$ cat config.mk
export PLATFORM = sky130hd
export DESIGN_NAME = nest_irq_ctrl
export DESIGN_NICKNAME = d
export VERILOG_FILES = /design/src/rtl/nest_irq_pkg.sv /design/src/rtl/nest_irq_select.sv /design/src/rtl/nest_irq_control.sv /design/src/rtl/nest_irq_datapath.sv /design/src/rtl/nest_irq_ctrl.sv
export SDC_FILE = /design/constraint.sdc
export NUM_CORES = 1
export LEC_CHECK = 0
export BUFFER_PORTS_ARGS = -buffer_cell sky130_fd_sc_hd__buf_2
export CAP_MARGIN = 0
export CORE_ASPECT_RATIO = 0.8
export CORE_MARGIN = 5
export CORE_UTILIZATION = 55
export CTS_CLUSTER_DIAMETER = 30
export CTS_CLUSTER_SIZE = 8
export DETAILED_ROUTE_END_ITERATION = 6
export GPL_TIMING_DRIVEN = 1
export PLACE_DENSITY_LB_ADDON = 0.25
export SYNTH_ARGS = -nofsm -noshare
export SYNTH_HDL_FRONTEND = slang
export SYNTH_HIERARCHICAL = 1
export SYNTH_SLANG_ARGS = --single-unit
$ cat constraint.sdc
create_clock -name clk -period 10.4 [get_ports clk]
set_input_delay 1.04 -clock clk [delete_from_list [all_inputs] [get_ports clk]]
set_output_delay 1.04 -clock clk [all_outputs]
set_load 0.01 [all_outputs]
$ cat src/rtl/nest_irq_pkg.sv
package nest_irq_pkg;
  // one-cycle strobes from the control into the datapath
  typedef struct packed {
    logic loadCur;  // capture selected source as the offered one
    logic doAck;    // accepted acknowledge: pending -> active, push
    logic doEnd;    // valid end: pop innermost active source
    logic setErr;   // invalid end write
    logic clrErr;   // error source acknowledged
  } nirq_strobe_t;
endpackage

$ cat src/rtl/nest_irq_select.sv
module nest_irq_select #(
  parameter int NUM_SRC = 8,
  parameter int PRIO_W  = 3,
  parameter int SID_W   = 3
) (
  input  logic [NUM_SRC-1:0]        pendVec,
  input  logic [NUM_SRC*PRIO_W-1:0] prioFlat,
  output logic                      bestValid,
  output logic [SID_W-1:0]          bestSid,
  output logic [PRIO_W-1:0]         bestPrio
);
  // ascending scan with strict compare: ties keep the lower source number
  always_comb begin
    bestValid = 1'b0;
    bestSid   = '0;
    bestPrio  = '1;
    for (int i = 0; i < NUM_SRC; i++) begin
      if (pendVec[i] && (!bestValid || prioFlat[i*PRIO_W +: PRIO_W] < bestPrio)) begin
        bestValid = 1'b1;
        bestSid   = SID_W'(i);
        bestPrio  = prioFlat[i*PRIO_W +: PRIO_W];
      end
    end
  end
endmodule

$ cat src/rtl/nest_irq_control.sv
module nest_irq_control
  import nest_irq_pkg::*;
#(
  parameter int PRIO_W  = 3,
  parameter int SID_W   = 3,
  parameter int ERR_SID = 7
) (
  input  logic              clk,
  input  logic              rstN,
  input  logic              bestValid,
  input  logic [PRIO_W-1:0] bestPrio,
  input  logic [PRIO_W:0]   actPrio,
  input  logic [SID_W-1:0]  curSid,
  input  logic [SID_W-1:0]  topSid,
  input  logic              stkEmpty,
  input  logic              ackWe,
  input  logic [SID_W-1:0]  ackSid,
  input  logic              endWe,
  input  logic [SID_W-1:0]  endSid,
  output logic              irq,
  output nirq_strobe_t      strb
);
  logic irqQ;
  logic endOk;

  always_comb begin
    strb         = '0;
    strb.doAck   = irqQ && ackWe && (ackSid == curSid);
    strb.loadCur = !irqQ && bestValid && ({1'b0, bestPrio} < actPrio);
    endOk        = !stkEmpty && (endSid == topSid);
    strb.doEnd   = endWe && !strb.doAck && endOk;
    strb.setErr  = endWe && !strb.doAck && !endOk;
    strb.clrErr  = strb.doAck && (curSid == SID_W'(ERR_SID));
  end

  always_ff @(posedge clk) begin
    if (!rstN)             irqQ <= 1'b0;
    else if (strb.loadCur) irqQ <= 1'b1;
    else if (strb.doAck)   irqQ <= 1'b0;
  end

  assign irq = irqQ;

  // a matching write-back while offering always drops the line
  a_r5_ack_drops_irq: assert property (@(posedge clk) disable iff (!rstN)
    (irqQ && ackWe && ackSid == curSid) |=> !irqQ);
endmodule

$ cat src/rtl/nest_irq_datapath.sv
module nest_irq_datapath
  import nest_irq_pkg::*;
#(
  parameter int NUM_SRC = 8,
  parameter int PRIO_W  = 3,
  parameter int SID_W   = 3,
  parameter int ERR_SID = 7
) (
  input  logic                      clk,
  input  logic                      rstN,
  input  nirq_strobe_t              strb,
  input  logic                      cfgWe,
  input  logic [SID_W-1:0]          cfgSrc,
  input  logic [PRIO_W-1:0]         cfgPrio,
  input  logic [NUM_SRC-1:0]        srcReq,
  input  logic [SID_W-1:0]          bestSid,
  input  logic [PRIO_W-1:0]         bestPrio,
  output logic [NUM_SRC-1:0]        pendVec,
  output logic [NUM_SRC-1:0]        actVec,
  output logic [NUM_SRC*PRIO_W-1:0] prioFlat,
  output logic [SID_W-1:0]          curSid,
  output logic [PRIO_W-1:0]         curPrio,
  output logic [PRIO_W:0]           actPrio,
  output logic [SID_W-1:0]          topSid,
  output logic                      stkEmpty,
  output logic                      errFlag
);
  localparam int DEPTH = 1 << PRIO_W;
  localparam int DEP_W = $clog2(DEPTH + 1);
  localparam logic [PRIO_W:0] IDLE_PRIO = {1'b1, {PRIO_W{1'b0}}};

  logic [PRIO_W-1:0]  prioQ   [NUM_SRC];
  logic [NUM_SRC-1:0] pendQ, actQ, ackMask, endMask, reqEff;
  logic [SID_W-1:0]   curSidQ;
  logic [PRIO_W-1:0]  curPrioQ;
  logic [SID_W-1:0]   stkSid  [DEPTH];
  logic [PRIO_W-1:0]  stkPrio [DEPTH];
  logic [DEP_W-1:0]   depthQ;
  logic [PRIO_W-1:0]  topPrio;
  logic               errQ;

  // per-source priority registers
  for (genvar g = 0; g < NUM_SRC; g++) begin : gPrio
    always_ff @(posedge clk) begin
      if (!rstN)                                prioQ[g] <= '0;
      else if (cfgWe && cfgSrc == SID_W'(g))    prioQ[g] <= cfgPrio;
    end
    assign prioFlat[g*PRIO_W +: PRIO_W] = prioQ[g];
  end

  always_comb begin
    ackMask = '0;
    endMask = '0;
    if (strb.doAck) ackMask[curSidQ] = 1'b1;
    if (strb.doEnd) endMask[topSid]  = 1'b1;
    reqEff = srcReq;
    if (strb.setErr) reqEff[ERR_SID] = 1'b1;
  end

  always_ff @(posedge clk) begin
    if (!rstN) begin
      pendQ    <= '0;
      actQ     <= '0;
      curSidQ  <= '0;
      curPrioQ <= '0;
      errQ     <= 1'b0;
    end else begin
      pendQ <= (pendQ & ~ackMask) | reqEff;
      actQ  <= (actQ | ackMask) & ~endMask;
      if (strb.loadCur) begin
        curSidQ  <= bestSid;
        curPrioQ <= bestPrio;
      end
      if (strb.setErr)      errQ <= 1'b1;
      else if (strb.clrErr) errQ <= 1'b0;
    end
  end

  // nesting stack: entry k holds the (k+1)-th active source from the outside
  always_ff @(posedge clk) begin
    if (!rstN) begin
      depthQ <= '0;
    end else if (strb.doAck) begin
      depthQ <= depthQ + 1'b1;
    end else if (strb.doEnd) begin
      depthQ <= depthQ - 1'b1;
    end
  end

  for (genvar k = 0; k < DEPTH; k++) begin : gStk
    always_ff @(posedge clk) begin
      if (!rstN) begin
        stkSid[k]  <= '0;
        stkPrio[k] <= '0;
      end else if (strb.doAck && depthQ == DEP_W'(k)) begin
        stkSid[k]  <= curSidQ;
        stkPrio[k] <= curPrioQ;
      end
    end
  end

  always_comb begin
    topSid  = '0;
    topPrio = '0;
    for (int k = 0; k < DEPTH; k++) begin
      if (depthQ == DEP_W'(k + 1)) begin
        topSid  = stkSid[k];
        topPrio = stkPrio[k];
      end
    end
  end

  assign stkEmpty = (depthQ == '0);
  assign actPrio  = stkEmpty ? IDLE_PRIO : {1'b0, topPrio};
  assign pendVec  = pendQ;
  assign actVec   = actQ;
  assign curSid   = curSidQ;
  assign curPrio  = curPrioQ;
  assign errFlag  = errQ;

  // each push is strictly more urgent, so depth stays within the level count
  a_r7_no_overflow: assert property (@(posedge clk) disable iff (!rstN)
    depthQ <= DEP_W'(DEPTH));
  a_r7_push_ordered: assert property (@(posedge clk) disable iff (!rstN)
    strb.doAck |-> ({1'b0, curPrioQ} < actPrio));
  // a valid end retires the innermost source
  a_r8_end_clears: assert property (@(posedge clk) disable iff (!rstN)
    strb.doEnd |=> !actQ[$past(topSid)]);
  // an accepted acknowledge makes the source active
  a_r5_ack_activates: assert property (@(posedge clk) disable iff (!rstN)
    strb.doAck |=> actQ[$past(curSidQ)]);
  // the error flag holds until the error source is acknowledged
  a_r9_err_sticky: assert property (@(posedge clk) disable iff (!rstN)
    (errQ && !strb.clrErr) |=> errQ);
endmodule

$ cat src/rtl/nest_irq_ctrl.sv
module nest_irq_ctrl
  import nest_irq_pkg::*;
#(
  parameter int NUM_SRC = 8,
  parameter int PRIO_W  = 3,
  localparam int SID_W  = $clog2(NUM_SRC),
  localparam int ERR_SID = NUM_SRC - 1
) (
  input  logic               clk,
  input  logic               rstN,
  input  logic               cfgWe,
  input  logic [SID_W-1:0]   cfgSrc,
  input  logic [PRIO_W-1:0]  cfgPrio,
  input  logic [NUM_SRC-1:0] srcReq,
  input  logic               ackWe,
  input  logic [SID_W-1:0]   ackSid,
  input  logic               endWe,
  input  logic [SID_W-1:0]   endSid,
  output logic               irq,
  output logic [SID_W-1:0]   curSid,
  output logic [PRIO_W:0]    actPrio,
  output logic [NUM_SRC-1:0] pendVec,
  output logic [NUM_SRC-1:0] actVec,
  output logic               errFlag
);
  nirq_strobe_t              strb;
  logic                      bestValid;
  logic [SID_W-1:0]          bestSid, topSid;
  logic [PRIO_W-1:0]         bestPrio, curPrio;
  logic [NUM_SRC*PRIO_W-1:0] prioFlat;
  logic                      stkEmpty;

  nest_irq_select #(.NUM_SRC(NUM_SRC), .PRIO_W(PRIO_W), .SID_W(SID_W)) uSel (
    .pendVec(pendVec), .prioFlat(prioFlat),
    .bestValid(bestValid), .bestSid(bestSid), .bestPrio(bestPrio));

  nest_irq_control #(.PRIO_W(PRIO_W), .SID_W(SID_W), .ERR_SID(ERR_SID)) uCtl (
    .clk(clk), .rstN(rstN), .bestValid(bestValid), .bestPrio(bestPrio),
    .actPrio(actPrio), .curSid(curSid), .topSid(topSid), .stkEmpty(stkEmpty),
    .ackWe(ackWe), .ackSid(ackSid), .endWe(endWe), .endSid(endSid),
    .irq(irq), .strb(strb));

  nest_irq_datapath #(.NUM_SRC(NUM_SRC), .PRIO_W(PRIO_W), .SID_W(SID_W),
                      .ERR_SID(ERR_SID)) uDp (
    .clk(clk), .rstN(rstN), .strb(strb), .cfgWe(cfgWe), .cfgSrc(cfgSrc),
    .cfgPrio(cfgPrio), .srcReq(srcReq), .bestSid(bestSid), .bestPrio(bestPrio),
    .pendVec(pendVec), .actVec(actVec), .prioFlat(prioFlat), .curSid(curSid),
    .curPrio(curPrio), .actPrio(actPrio), .topSid(topSid), .stkEmpty(stkEmpty),
    .errFlag(errFlag));

  // an offered source always outranks the one being served
  a_r4_irq_outranks: assert property (@(posedge clk) disable iff (!rstN)
    irq |-> ({1'b0, curPrio} < actPrio));
  // the offered number holds until acknowledged
  a_r4_cur_stable: assert property (@(posedge clk) disable iff (!rstN)
    (irq && !ackWe) |=> $stable(curSid));
endmodule

## After elaboration in Yosys (flattened, before gate mapping)

Memory sizes are Yosys's and may differ from the RTL's.
Cells that the tools add are included.

- Flip-flop bits (word level): 28
- Bits in writable memories: 72
- Bits of input ports: 25
- Output and inout port bits: 25
- Logic and storage cells: 255
- Memories: 3

- $add $sub $neg: 2
- Order comparisons: 12
- Equal/unequal tests: 18
- Muxes and demuxes: 126
- Bitwise operators: 30
- Reductions and logical operators: 57

Memories:

| name | depth | width | rd ports | clocked after Yosys merged registers in | wr ports | line | text |
|---|---|---|---|---|---|---|---|
| uDp.prioQ | 8 | 3 | 8 | 0 | 8 | nest_irq_datapath.sv:32 | `logic [PRIO_W-1:0] prioQ [NUM_SRC];` |
| uDp.stkPrio | 8 | 3 | 8 | 0 | 8 | nest_irq_datapath.sv:37 | `logic [PRIO_W-1:0] stkPrio [DEPTH];` |
| uDp.stkSid | 8 | 3 | 8 | 0 | 8 | nest_irq_datapath.sv:36 | `logic [SID_W-1:0] stkSid [DEPTH];` |

Operators with widths:

| operator | count |
|---|---|
| $mux W3 | 52 |
| $mux W1 | 65 |
| $logic_and A1 B1 Y1 | 34 |
| $or A1 B1 Y1 | 24 |
| $lt A3 B3 Y1 | 7 |
| $and A8 B8 Y8 | 2 |
| $eq A4 B3 Y1 const B | 4 |
| $mux W8 | 2 |
| $not A8 Y8 | 2 |
| $or A8 B8 Y8 | 2 |
| $eq A3 B3 Y1 const B | 5 |
| $mux W4 | 3 |
| $logic_not A1 Y1 | 11 |
| $eq A4 B2 Y1 const B | 2 |
| $lt A3 B4 Y1 const B | 2 |
| $logic_or A1 B1 Y1 | 7 |
| $demux W1 S3 | 2 |
| $eq A3 B2 Y1 const B | 2 |
| $eq A3 B3 Y1 | 2 |
| $ge A3 B1 Y1 const B | 2 |
| $reduce_bool A2 Y1 | 3 |
| $add A4 B1 Y4 const B | 1 |
| $eq A4 B1 Y1 const B | 1 |
| $eq A4 B4 Y1 const B | 1 |
| other kinds (6) | 7 |

## Longest topological paths before layout

An unclocked memory read counts as a cell.

- Depth after elaboration: 33
- Depth in mapped cells: 53
- Depth with buffers taken out: 52

## Modules after synthesis

Netlist, hierarchy kept.

By module, submodules not included:

| module | times used | cells each | area an instance (um^2) | sequential area each (um^2) |
|---|---|---|---|---|
| nest_irq_datapath | 1 | 409 | 4549.4 | 2702.6 |
| nest_irq_select | 1 | 181 | 1203.7 | 0.0 |
| nest_irq_control | 1 | 26 | 215.2 | 20.0 |

## Worst setup path after synthesis

Ideal clock, no wire load.

- Path type: flip-flop to flip-flop
- Start point: register uDp.pendQ[0] (netlist: uDp/pendVec[0])
- End point: register uDp.curPrioQ[0] (netlist: uDp/curPrio[0])
- Library setup time: 0.116 ns
- Arrival time: 8.773 ns
- Required time: 10.284 ns
- Slack: 1.511 ns
- Cell stages (with the launch flop): 50
- Path buffers: 1
- Clock period less this slack: 8.889 ns
- Cell sequence: dfxtp_1 -> inv_1 -> o22ai_1 -> ha_1 -> o21ai_0 -> o211ai_1 -> or4_1 -> o211ai_1 -> and2_2 -> a21oi_1 -> ha_1 -> nand2_1 -> a221o_1 -> a22o_4 -> a32oi_1 -> inv_1 -> ha_1 -> and2_1 -> [... 14 more ...] -> o211ai_1 -> a21bo_1 -> mux2_2 -> ha_1 -> a2111oi_0 -> nand2_1 -> nand3_1 -> nand2_1 -> a41oi_2 -> a311oi_1 -> a21o_1 -> ha_1 -> nor2_1 -> nor4b_1 -> nor2_1 -> clkbuf_1 -> mux2i_1 -> nor2b_1

RTL lines:

| element | line | text |
|---|---|---|
| from (decl) | nest_irq_datapath.sv:33 | `logic [NUM_SRC-1:0] pendQ, actQ, ackMask, endMask, reqEff;` |
| from (signal assigned) | nest_irq_datapath.sv:68 | `pendQ <= (pendQ & ~ackMask) \| reqEff;` |
| to (signal assigned) | nest_irq_datapath.sv:72 | `curPrioQ <= bestPrio;` |
| to (decl) | nest_irq_datapath.sv:35 | `logic [PRIO_W-1:0] curPrioQ;` |

==> run metrics <==
status=completed; Root Buffer=clkbuf_16; Final Hold Slack=0.5528 ns; Final period util=94.95%; Total GRT Usage=23.89%; first-pass GRT wire length=24500 um; Reg clk slew, reported paths=0.06 ns; CP dominant cell by count=ha_1; clock group share of total power=29.4%; Worst-Skew Late Latency=0.34 ns; Max FO, Critical Path=8; area grow syn2layout=11.78%; Rows=34; GRT overflow=0; maximum VDD drop=107.6 uV; Reg2Reg Depth=46; CTS H-tree depth=3; sequential share of power=44.2%; Seq/Total Area, Yosys=45.62%; nets=698; vias after detailed routing=4981; WL final=15540 um; slowest stage delay, CP=0.47 ns; slew of the pin with the lowest slew margin=0.9880 ns; Comb pwr share=26.4%; final setup fails=0; Synth Cell Area=0.005968 mm^2; clock sinks=100; PwrDens=170.4 mW/mm^2; R2R setup slack=0.52 ns; Syn Nets=656; max-slew violations=0; Hold Path Sink=uCtl/irq; worst setup path class=register to register; switch share=32.25%; Die Footprint=0.01305 mm^2; Fin. Hold Viols=0; Worst EP arrival=10.10 ns; Die Y=103.2 um; largest net degree at the start of global routing=50; routed vias/inst=6.172; fmax=101.3 MHz; # DRC=0; Critical Path Start Type=register; RD Place Congestion=0.9052; max cap viols=0; Worst R2R End=uDp/curSid[2]; Initial Util=55.45%; Detailed Route Iter0 Violations=533; clk_skew=0.007001 ns; dpl hpwl=11250 um; Slew HR=33.43%; cell internal pwr=770.1 uW; setup ws final=0.5249 ns; Die Wd=126.5 um; slowest CP cell=edfxtp_1; RR Startpoint=uDp/prioQ[0][4]; Lkg Pwr=0.002588 uW; maximum root-to-sink buffer count=2; synth unique cells=86; Hold Crit Class=register to register; drt wl/cell=19.25 um; IO buf count=49; Pre-antenna DRT Iters=5; flops & latches, synth=100; Core Area=0.01076 mm^2; FFs w/ async S/R, synth=0%; CTS Buf Count=9; cell count after synthesis=616; # diodes=0; Post-synth top flop=edfxtp_1; proportion of layout cells with a drive suffix above 1=17.35%; dpl ws=0.1002 ns; vias in the first global route=4744; Ports=50; WHS Path Cells=2; crit path capture type=register; EDFF count, synth=72; Avg Cell Area, Syn=9.689 um^2; synth warn=6; Worst Min Path Start=uCtl/irq; CTS tree=built; critical path required time=10.63 ns; Switching Power=366.7 uW; initial antenna violation count=0; DRT antenna net count=0; crit path time final=9.875 ns
-- cells in the final DEF, fill, tap and decap left out, types with 15 or more instances in the layout --
master	Yosys	final
a21oi_1	32	32
buf_2	5	49
inv_1	26	25
and2_1	78	78
nor2_1	38	37
nor2b_1	20	20
nand2b_1	16	16
edfxtp_1	72	72
ha_1	15	15
nand2_1	49	47
dfxtp_1	28	26
o21ai_0	41	41
-- cell usage after synthesis, drive strengths merged, types with 3 or more instances --
cell	instances	area share, %
xor2	7	1.0
or4	3	0.44
or2	3	0.36
a21boi	4	0.57
a221oi	5	1.0
a31oi	10	1.2
nand2	50	3.2
and2	80	8.4
a21oi	33	2.8
edfxtp	72	36
o22ai	5	0.52
o21a	9	1.1
nand3b	9	1.1
a22oi	6	0.99
nor2b	20	2.1
nand3	6	0.50
nor3b	6	0.75
buf	9	1.0
ha	15	3.1
inv	28	1.8
nor2	38	2.4
mux2i	6	1.0
nand2b	16	1.7
dfxtp	28	9.4
nor3	14	1.2
a211oi	6	0.92
a21o	8	1.0
a221o	3	0.50
or3	6	0.63
o211ai	8	1.1
and3	4	0.52
o21ai	44	3.8
clkbuf	14	0.88
-- flip-flops by register name, indices dropped and copies added (netlist names) --
signal / count
uDp/prioQ: 24
uDp/stkPrio: 24
uDp/stkSid: 24
uDp/actVec: 8
uDp/pendVec: 8
uDp/depthQ: 4
uDp/curPrio: 3
uDp/curSid: 3
uCtl/irq: 1
uDp/errFlag: 1
-- critical path, delay by kind of cell, from the launching register on --
family	cells	cell delay, ns
multiplexers	2	0.52
buffers and inverters	2	0.20
adder cells (fa/ha/maj)	6	1.56
AO/OA/AOI/OAI	18	3.75
AND/OR/NAND/NOR	18	3.26
flip-flops	1	0.47
-- worst max path at each step --
stage,startpoint,endpoint,slack [ns],cells after the start
CTS,uDp/pendVec[0],uDp/curSid[2],0.11,48
global route,uDp/pendVec[1],uDp/curSid[2],-0.02,49
floorplan,uDp/pendVec[0],uDp/curPrio[0],1.51,49
global placement,uDp/pendVec[1],uDp/curSid[2],0.24,48
finish,uDp/prioQ[0][4],uDp/curSid[2],0.52,46
detailed placement,uDp/pendVec[0],uDp/curSid[2],0.10,48
-- per-layer routing --
metal / part of all wire, % / track usage [%] / vias up / wire length (um)
li1: - / - / 2342 / -
met1: 46 / 34.46 / 2376 / 7127
met2: 43 / 35.45 / 244 / 6703
met3: 9.6 / 7.290 / 19 / 1499
met4: 1.3 / 5.936 / 0 / 206
met5: 0 / 0 / - / 0
-- per-stage QoR --
stage	TNS, ns	cell area [um^2]	util (%)	std cells	power (uW)
after floorplan	0	5968	-	616	692.5
after global placement	0	6286	58.40	787	774.8
after detailed placement	0	6286	58.40	787	781.9
after CTS	0	6591	61.24	803	1116
after global routing	-0.02236	6671	61.99	807	1195
final	0	6671	61.99	807	1137
-- kinds of logic after synthesis --
logic type,share of synthesized area (%)
buffers and inverters,3.690
muxes,1.195
AOI/OAI and AO/OA,20.29
and+or+nand+nor,24.89
xor gates and xnor gates,1.174
DFF,45.62
adders and majority gates,3.145
-- cell type report --
cell class | count | area [um^2]
Multi-Input combinational cell | 465 | 3075
Tap cell | 144 | 180.2
Clock inverter | 6 | 63.81
Timing Repair Buffer | 54 | 282.8
Sequential cell | 100 | 2725
Fill cell | 891 | 4091
Inverter | 28 | 105.1
Clock buffer | 10 | 239.0
-- power groups by stage --
stage                     registers, uW  logic (uW)  clock network, uW
after floorplan                     486         206                  0
after global placement              508         266                  0
after detailed placement            509         273                  0
after CTS                           500         277                339
after global routing                507         328                360
final                               502         300                335
-- repair_timing --
item | 4_1_cts | 5_1_grt
buffers inserted | 0 | 4
hold buffers | 0 | 0
gates resized for setup | 1 | 13
setup endpoints to repair | 1 | 7
pin swaps | 0 | 2
(Power assumes the default switching activity.)
